`src/rtl/bpt_pkg.sv`:
```
package bpt_pkg;
  localparam int CFG_W    = 32;
  localparam int SEL_LO   = 0;
  localparam int SEL_W    = 2;
  localparam int HS_LO    = 4;
  localparam int HS_W     = 4;
  localparam int PB_LO    = 10;
  localparam int PB_W     = 3;
  localparam int NUM_PB   = 2;
  localparam int SHIFT_W  = 4;

  // high-speed code -> log2(divide); the 32 step is absent
  function automatic logic [SHIFT_W-1:0] hs_shift(input logic [HS_W-1:0] code);
    if (!code[HS_W-1])
      return '0;
    else if (code[HS_W-2])
      return SHIFT_W'(code[1:0]) + SHIFT_W'(6);
    else
      return SHIFT_W'(code[1:0]) + SHIFT_W'(1);
  endfunction

  // peripheral code -> log2(divide)
  function automatic logic [SHIFT_W-1:0] pb_shift(input logic [PB_W-1:0] code);
    if (!code[PB_W-1])
      return '0;
    else
      return SHIFT_W'(code[1:0]) + SHIFT_W'(1);
  endfunction
endpackage

```
`src/rtl/bpt_src_sel.sv`:
```
module bpt_src_sel #(
  parameter int NUM_SRC = 3,
  parameter int SEL_W   = 2
) (
  input  logic               clk,
  input  logic               rst,
  input  logic [SEL_W-1:0]   sel_req,
  input  logic [NUM_SRC-1:0] src_en,
  output logic               sys_en
);
  logic [SEL_W-1:0] sel_q;

  always_ff @(posedge clk) begin
    if (rst)
      sel_q <= '0;
    else if (int'(sel_req) < NUM_SRC)
      sel_q <= sel_req;
  end

  always_comb begin
    sys_en = 1'b0;
    for (int i = 0; i < NUM_SRC; i++)
      if (sel_q == SEL_W'(i)) sys_en = src_en[i];
  end
endmodule

```
`src/rtl/bpt_stage.sv`:
```
module bpt_stage #(
  parameter int SHIFT_W = 4,
  parameter int CNT_W   = 10
) (
  input  logic               clk,
  input  logic               rst,
  input  logic               tick_in,
  input  logic [SHIFT_W-1:0] shift_req,
  output logic               tick_out,
  output logic               tick_half
);
  logic [SHIFT_W-1:0] shift_q;
  logic [CNT_W-1:0]   cnt_q;
  logic [CNT_W-1:0]   lim;
  logic [CNT_W-1:0]   half_mask;
  logic               wrap;

  assign lim       = ~({CNT_W{1'b1}} << shift_q);
  assign half_mask = lim >> 1;
  assign wrap      = (cnt_q == lim);

  always_ff @(posedge clk) begin
    if (rst) begin
      cnt_q   <= '0;
      shift_q <= '0;
    end else if (tick_in) begin
      if (wrap) begin
        cnt_q   <= '0;
        shift_q <= shift_req;
      end else begin
        cnt_q   <= cnt_q + CNT_W'(1);
      end
    end
  end

  assign tick_out  = tick_in & wrap;
  assign tick_half = tick_in & ((cnt_q & half_mask) == half_mask);
endmodule

```
`src/rtl/busclk_prescale_tree.sv`:
```
module busclk_prescale_tree
  import bpt_pkg::*;
#(
  parameter int NUM_SRC = 3,
  parameter int CNT_W   = 10
) (
  input  logic               clk,
  input  logic               rst,
  input  logic [CFG_W-1:0]   cfg_word,
  input  logic [NUM_SRC-1:0] src_en,
  output logic               hbus_en,
  output logic               pbus1_en,
  output logic               pbus2_en,
  output logic               ptim1_en,
  output logic               ptim2_en
);
  logic              sys_en;
  logic              hs_half_unused;
  logic [NUM_PB-1:0] pb_tick;
  logic [NUM_PB-1:0] pb_tim;
  logic              unused_cfg_bits;

  assign unused_cfg_bits = ^{cfg_word[31:16], cfg_word[9:8], cfg_word[3:2]};

  bpt_src_sel #(.NUM_SRC(NUM_SRC), .SEL_W(SEL_W)) u_sel (
    .clk     (clk),
    .rst     (rst),
    .sel_req (cfg_word[SEL_LO +: SEL_W]),
    .src_en  (src_en),
    .sys_en  (sys_en)
  );

  bpt_stage #(.SHIFT_W(SHIFT_W), .CNT_W(CNT_W)) u_hs (
    .clk       (clk),
    .rst       (rst),
    .tick_in   (sys_en),
    .shift_req (hs_shift(cfg_word[HS_LO +: HS_W])),
    .tick_out  (hbus_en),
    .tick_half (hs_half_unused)
  );

  for (genvar g = 0; g < NUM_PB; g++) begin : g_pb
    localparam int LO = PB_LO + g * PB_W;
    bpt_stage #(.SHIFT_W(SHIFT_W), .CNT_W(CNT_W)) u_pb (
      .clk       (clk),
      .rst       (rst),
      .tick_in   (hbus_en),
      .shift_req (pb_shift(cfg_word[LO +: PB_W])),
      .tick_out  (pb_tick[g]),
      .tick_half (pb_tim[g])
    );
  end

  assign pbus1_en = pb_tick[0];
  assign pbus2_en = pb_tick[1];
  assign ptim1_en = pb_tim[0];
  assign ptim2_en = pb_tim[1];
endmodule

```
`config.mk`:
```
export PLATFORM = sky130hd
export DESIGN_NAME = busclk_prescale_tree
export DESIGN_NICKNAME = d
export VERILOG_FILES = /design/src/rtl/bpt_pkg.sv /design/src/rtl/bpt_src_sel.sv /design/src/rtl/bpt_stage.sv /design/src/rtl/busclk_prescale_tree.sv
export SDC_FILE = /design/constraint.sdc
export NUM_CORES = 1
export LEC_CHECK = 0
export BUFFER_PORTS_ARGS = -buffer_cell sky130_fd_sc_hd__buf_2
export CORE_ASPECT_RATIO = 1.5
export CORE_MARGIN = 4
export CORE_UTILIZATION = 48
export CTS_BUF_LIST = sky130_fd_sc_hd__clkbuf_4
export DETAILED_ROUTE_END_ITERATION = 10
export PLACE_DENSITY_LB_ADDON = 0.15
export SLEW_MARGIN = 20
export SYNTH_ARGS = -nofsm -noshare
export SYNTH_HDL_FRONTEND = slang
export SYNTH_SLANG_ARGS = --single-unit
```
`constraint.sdc`:
```
create_clock -name clk -period 2.64 [get_ports clk]
set_clock_uncertainty 0.15 [all_clocks]
set_input_delay 0.396 -clock clk [delete_from_list [all_inputs] [get_ports clk]]
set_output_delay 0.396 -clock clk [all_outputs]
set_load 0.01 [all_outputs]
```
; ---- Word-level counts from Yosys, hierarchy flattened
; Index checks and enable logic that the tools add are counted.
[totals]
output_inout_bits = 5
elab_cells = 49
inputBits = 37
reg_bits = 44
[op_classes]
order_cmp = 1
shift = 3
muxes = 10
reduce_logical = 4
bitwise = 10
eq_ne = 7
addsub = 7
[ops]
columns = cell, count
row1 = $add 10x1->10 const B, 3
row2 = $eq 10x10->1, 3
row3 = $mux 10, 3
row4 = $not 10->10, 3
row5 = $shl 10x4->10 const A, 3
row6 = $and 10x9->10, 2
row7 = $eq 10x9->1, 2
row8 = $add 2x1->3 const B, 3
row9 = $mux 4, 2
row10 = $mux 3, 2
row11 = $reduce_and 2->1, 3
row12 = $and 1x1->1, 5
row13 = $add 2x3->4 const B, 1
row14 = $mux 1, 3
row15 = $eq 2x1->1 const B, 1
row16 = $eq 2x2->1 const B, 1
row17 = $logic_not 2->1, 1
row18 = $lt 2x2->1 const B, 1

; ---- Longest topological paths before layout
; Gate-level depths: netlist (run 1).
[depth]
word_depth = 6
mapped_depth = 9
ltp_nobuf = 6

; ---- By module
; A second synthesis (run 1) with hierarchy kept.
[hier_totals]
cells_unflattened = 385
area_unflattened_um2 = 2984.1
[modules_own_cells]
columns = mod, area_each_um2, cells_per_inst, seq_area_each_um2, instances
row1 = bpt_stage, 923.4, 120, 280.3, 3
row2 = busclk_prescale_tree, 123.9, 16, 0.0, 1
row3 = bpt_src_sel, 90.1, 9, 40.0, 1

; ---- Worst setup path after synthesis (run 1)
; Ideal clock, no wire load.
[synth_timing]
kind = flip-flop to flip-flop
startpoint = register u_hs.shift_q[0]
endpoint = register g_pb[0].u_pb.shift_q[1]
path_buffers = 3
t_arrival_ns = 2.255
t_required_ns = 2.359
setup_ns = 0.131
path_slack_ns = 0.104
period_less_slack_ns = 2.536
stages_incl_launch_ff = 10
cell_sequence = dfxtp_1 > buf_6 > or4b_1 > o211ai_2 > a21oi_2 > or4_4 > buf_2 > buf_6 > o21ai_0 > o31ai_1
[synth_between]
elab_chain_cells = 5
[synth_rtl]
columns = element, line_no
row1 = from (decl), bpt_stage.sv:12  ; logic [SHIFT_W-1:0] shift_q;
row2 = from (signal assigned), bpt_stage.sv:29  ; shift_q <= shift_req;
row3 = $shl 10x4->10, bpt_stage.sv:18  ; assign lim = ~({CNT_W{1'b1}} << shift_q);
row4 = $not 10->10, bpt_stage.sv:18
row5 = $eq 10x10->1, bpt_stage.sv:20  ; assign wrap = (cnt_q == lim);
row6 = $and 1x1->1, bpt_stage.sv:36  ; assign tick_out = tick_in & wrap;
row7 = $reduce_and 2->1 (no line), n/a
row8 = to (signal assigned), bpt_stage.sv:29
row9 = to (decl), bpt_stage.sv:12
; Every way passes these cells.
; A chain may end at the register's enable or synchronous reset.

; ---- Final worst setup path (run 1)
[layout_timing]
startpoint = register u_hs.shift_q[2]
endpoint = output ptim2_en
[layout_between]
elab_chain_cells = 5
[layout_rtl]
columns = element, line_no
row1 = $shl 10x4->10, bpt_stage.sv:18
row2 = $not 10->10, bpt_stage.sv:18
row3 = $eq 10x10->1, bpt_stage.sv:20
row4 = $and 1x1->1, bpt_stage.sv:36
row5 = $and 1x1->1, bpt_stage.sv:37  ; assign tick_half = tick_in & ((cnt_q & half_mask) == half_mask);
row6 = to (decl), busclk_prescale_tree.sv:15  ; output logic ptim2_en
; Every way passes these cells.

==> impl_metrics.ini, run 1 <==
[logic_synthesis]
synth_cell_types = 61
yosysTopAreaCell = dfxtp_1
synth.most_common_cell = dfxtp_1
syn_inst = 344
ys_seq_elements = 42
synth_async_sr_flop_share = 0
ys_top_cells_by_count = dfxtp_1 (42), inv_1 (26), a21oi_1 (25), nand2_1 (25), or3_1 (25)
seq_area_frac_synth = 0.311
synth_nets = 387
syn_area_sq_mm = 0.00270
synth_top_cell_area_share = 0.311
syn_avg_cell_area_sq_um = 7.86
synth_edf_count = 0
synth_flop_cell = dfxtp_1
synth_warnings = 0
synth_top_cells_by_area = dfxtp_1 (31%), or3_1 (5.8%), o32ai_1 (5.2%)

[clock_tree]
cts_tree = done
cts.sinks = 42
clockBufferDepth = 2
htreeDepth = 2
clock_latency_ps = 350
cts_made_buffers = 5
ctsRootBufferMaster = clkbuf_4
clk_pin_slew_ps = 130

[timing]
min_period_over_period = 1.10
hold_viol = 0
fmax_mhz = 346
worst_pin_slew_ps = 934
maxSlewViolCount = 0
max_slew_margin = 0.377
whs_ps = 85.3
setup_viol_count_final = 5
rsz0062_at_grt = yes
min_period_ps = 2890
fin_ws_ps = -252

[setup_path]
critPathKind = register to primary output
critPathBufInv = 3
crit_family = simple AND/OR/NAND/NOR gates
crit_slowest_cell = or4_4
crit_fanout = 4
crit_arrival_ps = 2350
critPathMaxStageDelay_ps = 540
worstSetupEndpointType = primary output
required_ps = 2090
crit_chain = buf_6 -> or4_4 -> nor2_4 -> a21oi_2 -> nor3_2 -> nand4b_1 -> buf_4 -> a221oi_2 -> buf_2
worstSetupStartpointType = register

[finish]
nFillCells = 524
multi_input_area_sq_mm = 0.00175
area_growth_pct = 20.0
drive_gt1_frac = 0.228
diodes = 0
stdcell_count = 451
regArea_sq_um = 845
nNetsFinal = 423

[detailed_routing]
dr_total_vias = 2611
drt_wl_total_um = 6340
viasPerCell = 5.79
dr.pass1.iters = 4
drc_errors = 0
dr.first_iter.drc_count = 186
drtAntennaViolNets = 0
wl_per_cell_um = 14.1

[power_and_ir_drop]
switching_share = 0.368
p_leak_uw = 0.00120
power_frac_comb = 0.442
p_int_uw = 1300
p_sw_uw = 754
ir_drop_mv = 0.409
clock_power_share = 0.210
p_seq_frac = 0.349
p_per_area_mw_per_mm2 = 632

[global_routing]
antenna_found_initial = 0
grt_max_degree = 57
grt_pass1_wl_um = 11100
grt-ovfl-total = 0
grt_usage = 0.188
grt_pass1_vias = 2514

[die]
die_h_um = 99.9
dieWidth_um = 69.3
io_pins = 42
start_util = 0.496
fp.coreArea_sq_mm = 0.00545
die_area_sq_mm = 0.00692
rows = 33

[run]
cap_violations = 0

[worst_hold_path]
hold_class = primary input to register

[placement]
gp_congestion = 0.841
dp_hpwl_um = 4530
placed_cells = 441
port_buffers = 21

[outcome]
status = finished with violations
violations = setup timing
[logic make-up (layout without fill, tap and decap cells)]
| family | after synthesis | count (layout) | share of synthesized area |
|---|---|---|---|
| simple gates | 139 | 139 | 0.283 |
| mux | 4 | 4 | 0.0153 |
| xor+xnor | 12 | 12 | 0.0389 |
| flops | 42 | 42 | 0.311 |
| compound gates | 93 | 93 | 0.248 |
| fa+ha+maj | 6 | 6 | 0.0278 |
| buf+inv | 48 | 85 | 0.0759 |
[sequential cells by signal, indices dropped and copies added (netlist names)]
register           flops
g_pb.u_pb.cnt_q       20
u_hs.cnt_q            10
g_pb.u_pb.shift_q      6
u_hs.shift_q           4
u_sel.sel_q            2
[worst paths after layout]
path	depth (start not counted)	slack, ps	startpoint	end
setup reg to reg	8	60	u_hs.shift_q[2]	g_pb[1].u_pb.shift_q[2]
setup / recovery	9	-250	u_hs.shift_q[2]	ptim2_en
hold reg to reg	2	350	g_pb[1].u_pb.cnt_q[9]	g_pb[1].u_pb.cnt_q[9]
hold / removal	2	90	cfg_word[10]	g_pb[0].u_pb.shift_q[0]
[metrics by stage]
step / utilization / cell area, sq um / setup TNS (ps) / total power [uW] / worst slack, ps
finish: 0.595 / 3240 / -999 / 2050 / -252
global route: 0.595 / 3240 / -1640 / 2190 / -392
CTS: 0.585 / 3190 / -1190 / 2010 / -256
detailed placement: 0.553 / 3010 / -96.6 / 1500 / -21.8
global placement: 0.553 / 3010 / 0 / 1490 / 12.7
floorplan: - / 2700 / 0 / 1230 / 104
[placed cells by master (no fill, tap or decap), types with 2 or more instances in the layout]
| cell type | Yosys | routed |
|---|---|---|
| xnor2_1 | 4 | 4 |
| nor2_1 | 22 | 19 |
| nor3_1 | 6 | 5 |
| nor2b_1 | 7 | 7 |
| buf_6 | 2 | 6 |
| inv_1 | 26 | 25 |
| mux2i_1 | 3 | 3 |
| o31ai_1 | 7 | 5 |
| buf_4 | 0 | 25 |
| o22ai_1 | 3 | 3 |
| a21oi_1 | 25 | 23 |
| buf_2 | 8 | 18 |
| o21ai_0 | 9 | 6 |
| nand2b_1 | 6 | 5 |
| o221ai_1 | 2 | 2 |
| dfxtp_2 | 0 | 3 |
| or4_4 | 1 | 3 |
| xor2_1 | 8 | 8 |
| o41ai_1 | 2 | 2 |
| a2111oi_0 | 2 | 2 |
| o211ai_1 | 4 | 4 |
| nand3_1 | 23 | 23 |
| nor2_4 | 0 | 3 |
| or3_1 | 25 | 25 |
| ha_1 | 6 | 6 |
| a21o_1 | 2 | 2 |
| dfxtp_1 | 42 | 39 |
| clkbuf_4 | 0 | 7 |
| nor3b_1 | 2 | 2 |
| and3b_1 | 2 | 2 |
| and3_1 | 3 | 3 |
| and4_1 | 2 | 2 |
| a21boi_0 | 2 | 2 |
| a21oi_2 | 1 | 3 |
| o32ai_1 | 16 | 16 |
| nand3b_1 | 4 | 4 |
| o21ai_1 | 2 | 5 |
| nand2_1 | 25 | 24 |
[area by class of cell]
class                   instances  area share
inverters                      26      0.0301
well taps                      70      0.0270
flip-flops and latches         42       0.260
clock buffers                   7      0.0162
clock inverters                 1     0.00926
multi-input cells             254       0.540
repair buffers                 51       0.117
[power groups by stage]
stage	registers, uW	logic (uW)	clock network (uW)
after CTS	714	856	441
after detailed placement	727	773	0
after global routing	723	997	466
after floorplan	702	529	0
final	715	905	430
after global placement	727	764	0
[timing repair]
item / in CTS / in global routing
buffers inserted: 2 / 1
setup endpoints to repair: 16 / 41
gates resized for setup: 20 / 16
cloned: 0 / 0
hold buffers: 0 / 0
pin swaps: 4 / 6
[routing by layer]
metal,share of wire,global-route usage,vias up
met1,0.43,0.216,1223
met3,0.023,0.0311,9
li1,-,-,1348
met4,0.018,0.0737,0
met5,0,0,-
met2,0.53,0.345,31
No activity file was read; power rests on OpenSTA's default activity.
==> run 2, diff against run 1 <==
--- a/config.mk
+++ b/config.mk
@@ -5,10 +5,11 @@
 export SDC_FILE = /design/constraint.sdc
 export NUM_CORES = 1
 export LEC_CHECK = 0
+export ABC_AREA = 1
 export BUFFER_PORTS_ARGS = -buffer_cell sky130_fd_sc_hd__buf_2
 export CORE_ASPECT_RATIO = 1.5
 export CORE_MARGIN = 4
-export CORE_UTILIZATION = 48
+export CORE_UTILIZATION = 40
 export CTS_BUF_LIST = sky130_fd_sc_hd__clkbuf_4
 export DETAILED_ROUTE_END_ITERATION = 10
 export PLACE_DENSITY_LB_ADDON = 0.15
==> impl_metrics.ini, run 2 <==
[timing]
tns_ps = 0
min_period_over_period = 0.938
worst_pin_slew_ps = 388
fin_ws_ps = 163
whs_ps = 57.9
hold_viol = 0
rsz0062_at_grt = no
fmax_mhz = 404
setup_viol_count_final = 0
maxSlewViolCount = 0
max_slew_margin = 0.741
min_period_ps = 2480

[setup_path]
critPathKind = register to primary output
r2r_setup_slack_ps = 630
crit_slowest_cell = dfxtp_2
timing.rr.start = u_hs.shift_q[2]
worstSetupStartpointType = register
r2r_end = u_hs.shift_q[3]
critPathMaxStageDelay_ps = 400
crit_arrival_ps = 1930
worstSetupEndpointType = primary output
crit_fanout = 16
required_ps = 2090
crit_chain = nor2_2 -> nand2_1 -> nand2_1 -> nand2_1 -> nor2_2 -> nand3_2 -> inv_2 -> nand2_4 -> nor2_1 -> buf_2
worst_path_most_repeated_cell = nand2_1
critPathBufInv = 2
crit_family = simple AND/OR/NAND/NOR gates
reg2reg_depth = 10

[logic_synthesis]
synth_top_cells_by_area = dfxtp_1 (28%), nand2_1 (22%), inv_1 (8.6%)
synth_warnings = 0
synth_nets = 552
syn_avg_cell_area_sq_um = 5.85
synth_top_cell_area_share = 0.282
synth_cell_types = 29
seq_area_frac_synth = 0.282
syn_area_sq_mm = 0.00298
syn_inst = 509
synth.most_common_cell = nand2_1
ys_seq_elements = 42
synth_async_sr_flop_share = 0
yosysTopAreaCell = dfxtp_1
synth_edf_count = 0
ys_top_cells_by_count = nand2_1 (176), inv_1 (68), nor2_1 (67), nand3_1 (45), dfxtp_1 (42)
synth_flop_cell = dfxtp_1

[worst_hold_path]
holdPathStages = 2
holdPathEnd = u_sel.sel_q[0]
min_from = cfg_word[1]
hold_class = primary input to register

[die]
io_pins = 42
rows = 38
start_util = 0.412
fp.coreArea_sq_mm = 0.00723
dieWidth_um = 78.4
die_area_sq_mm = 0.00891
die_h_um = 114

[finish]
most-common-layout-cells = nand2_1 (176), inv_1 (68), nor2_1 (66), nand3_1 (45), dfxtp_1 (38)
nNetsFinal = 570
drive_gt1_frac = 0.106
final_common_cell = nand2_1
top_regs = g_pb.u_pb.cnt_q (20), u_hs.cnt_q (10), g_pb.u_pb.shift_q (6)
fin_util = 0.444
stdcell_count = 628
area_growth_pct = 7.82
nFillCells = 827
largest_reg_flops = 20
largest_register = g_pb.u_pb.cnt_q
diodes = 0

[clock_tree]
clockBufferDepth = 2
cts.sinks = 42
clock_latency_ps = 350
htreeDepth = 2
cts-hold-fix-buffers = 0
clk_pin_slew_ps = 130
cts_made_buffers = 5
cts_tree = done
ctsRootBufferMaster = clkbuf_4

[global_routing]
grt_pass1_vias = 2936
grt_pass1_wl_um = 12500
grt_max_degree = 22
grt-ovfl-total = 0
antenna_found_initial = 0
grt_usage = 0.173

[placement]
port_buffers = 21
gp_congestion = 0.825
placed_cells = 619
dp_hpwl_um = 5430
post-place-ws_ps = 356

[detailed_routing]
dr.first_iter.drc_count = 102
drtAntennaViolNets = 0
drc_errors = 0
viasPerCell = 4.83
dr.pass1.iters = 4
dr_total_vias = 3032
wl_per_cell_um = 11.4
drt_wl_total_um = 7130

[power_and_ir_drop]
power_frac_comb = 0.523
p_sw_uw = 1100
switching_share = 0.478
p_per_area_mw_per_mm2 = 718
clock_power_share = 0.143
ir_drop_mv = 0.343
p_leak_uw = 0.00176
p_int_uw = 1200
p_seq_frac = 0.334

[outcome]
status = complete, no violations

[run]
cap_violations = 0
-- run 2: changes by cell type after synthesis, moves of 7 or more --
cell	previous run	this run
nor2_1	22	67
or3_1	25	0
nor2b_1	7	0
clkbuf_1	12	3
nand4_1	1	12
o31ai_1	7	0
o32ai_1	16	0
inv_1	26	68
nand3_1	23	45
nand2_1	25	176
-- run 2: final cells by class --
cell class / count / area [sq um] / area share
Timing Repair Buffer: 27 / 150 / 0.0468
Clock inverter: 2 / 8.76 / 0.00273
Multi-Input combinational cell: 377 / 1750 / 0.547
Sequential cell: 42 / 848 / 0.264
Tap cell: 100 / 125 / 0.0390
Clock buffer: 6 / 45.0 / 0.0140
Inverter: 74 / 278 / 0.0865
-- run 2: routing by layer --
layer	GRT usage	routed length, um	vias to the layer above
li1	-	-	1623
met1	0.182	3020	1365
met2	0.334	3830	34
met3	0.0261	156	10
met4	0.0735	127	0
met5	0	0	-
-- run 2: cell families (layout without fill, tap and decap cells) --
| group | count (synthesis) | after routing | synth area share |
|---|---|---|---|
| xor+xnor | 8 | 8 | 0.0235 |
| fa+ha+maj | 6 | 6 | 0.0252 |
| flops | 42 | 42 | 0.282 |
| buf+inv | 90 | 109 | 0.131 |
| compound gates | 42 | 42 | 0.0778 |
| simple gates | 321 | 321 | 0.460 |
-- run 2: power by group through the flow --
stage | combinational, uW | sequential (uW) | clock (uW)
finish | 1210 | 770 | 329
global route | 1370 | 783 | 372
global placement | 1200 | 781 | 0
floorplan | 1000 | 742 | 0
CTS | 1210 | 768 | 351
detailed placement | 1210 | 782 | 0
-- run 2: how the worst max path moves through the flow --
stage                    start        to  slack [ps]  depth (start not counted)
2_1_floorplan        src_en[1]  ptim1_en         630                         11
3_3_place_gp   u_hs.shift_q[3]  ptim1_en         390                         11
3_5_place_dp   u_hs.shift_q[3]  pbus1_en         360                         11
4_1_cts        u_hs.shift_q[2]  pbus1_en          40                         10
5_1_grt        u_hs.shift_q[2]  ptim1_en          10                         10
6_report       u_hs.shift_q[2]  pbus1_en         160                         10
-- run 2: timing repair --
action,CTS,global route
gates resized for setup,1,7
endpoints found under the setup margin,4,4
buffers inserted,0,1
-- run 2: worst register-to-register path, cell delays in order, from the launching register on --
cell and delay, ps:
dfxtp_2 400, nor2_2 190, nand2_1 70, nand2_1 60, nand2_1 50, nor2_2 130, nand3_2 140, nor2_4 260
buf_4 240, nand4_1 120, o21ai_1 130
-- run 2: per-stage QoR --
stage	cell area, sq um	power [uW]
6_report	3210	2300
2_1_floorplan	2980	1750
3_3_place_gp	3130	1980
5_1_grt	3210	2530
3_5_place_dp	3130	2000
4_1_cts	3190	2330
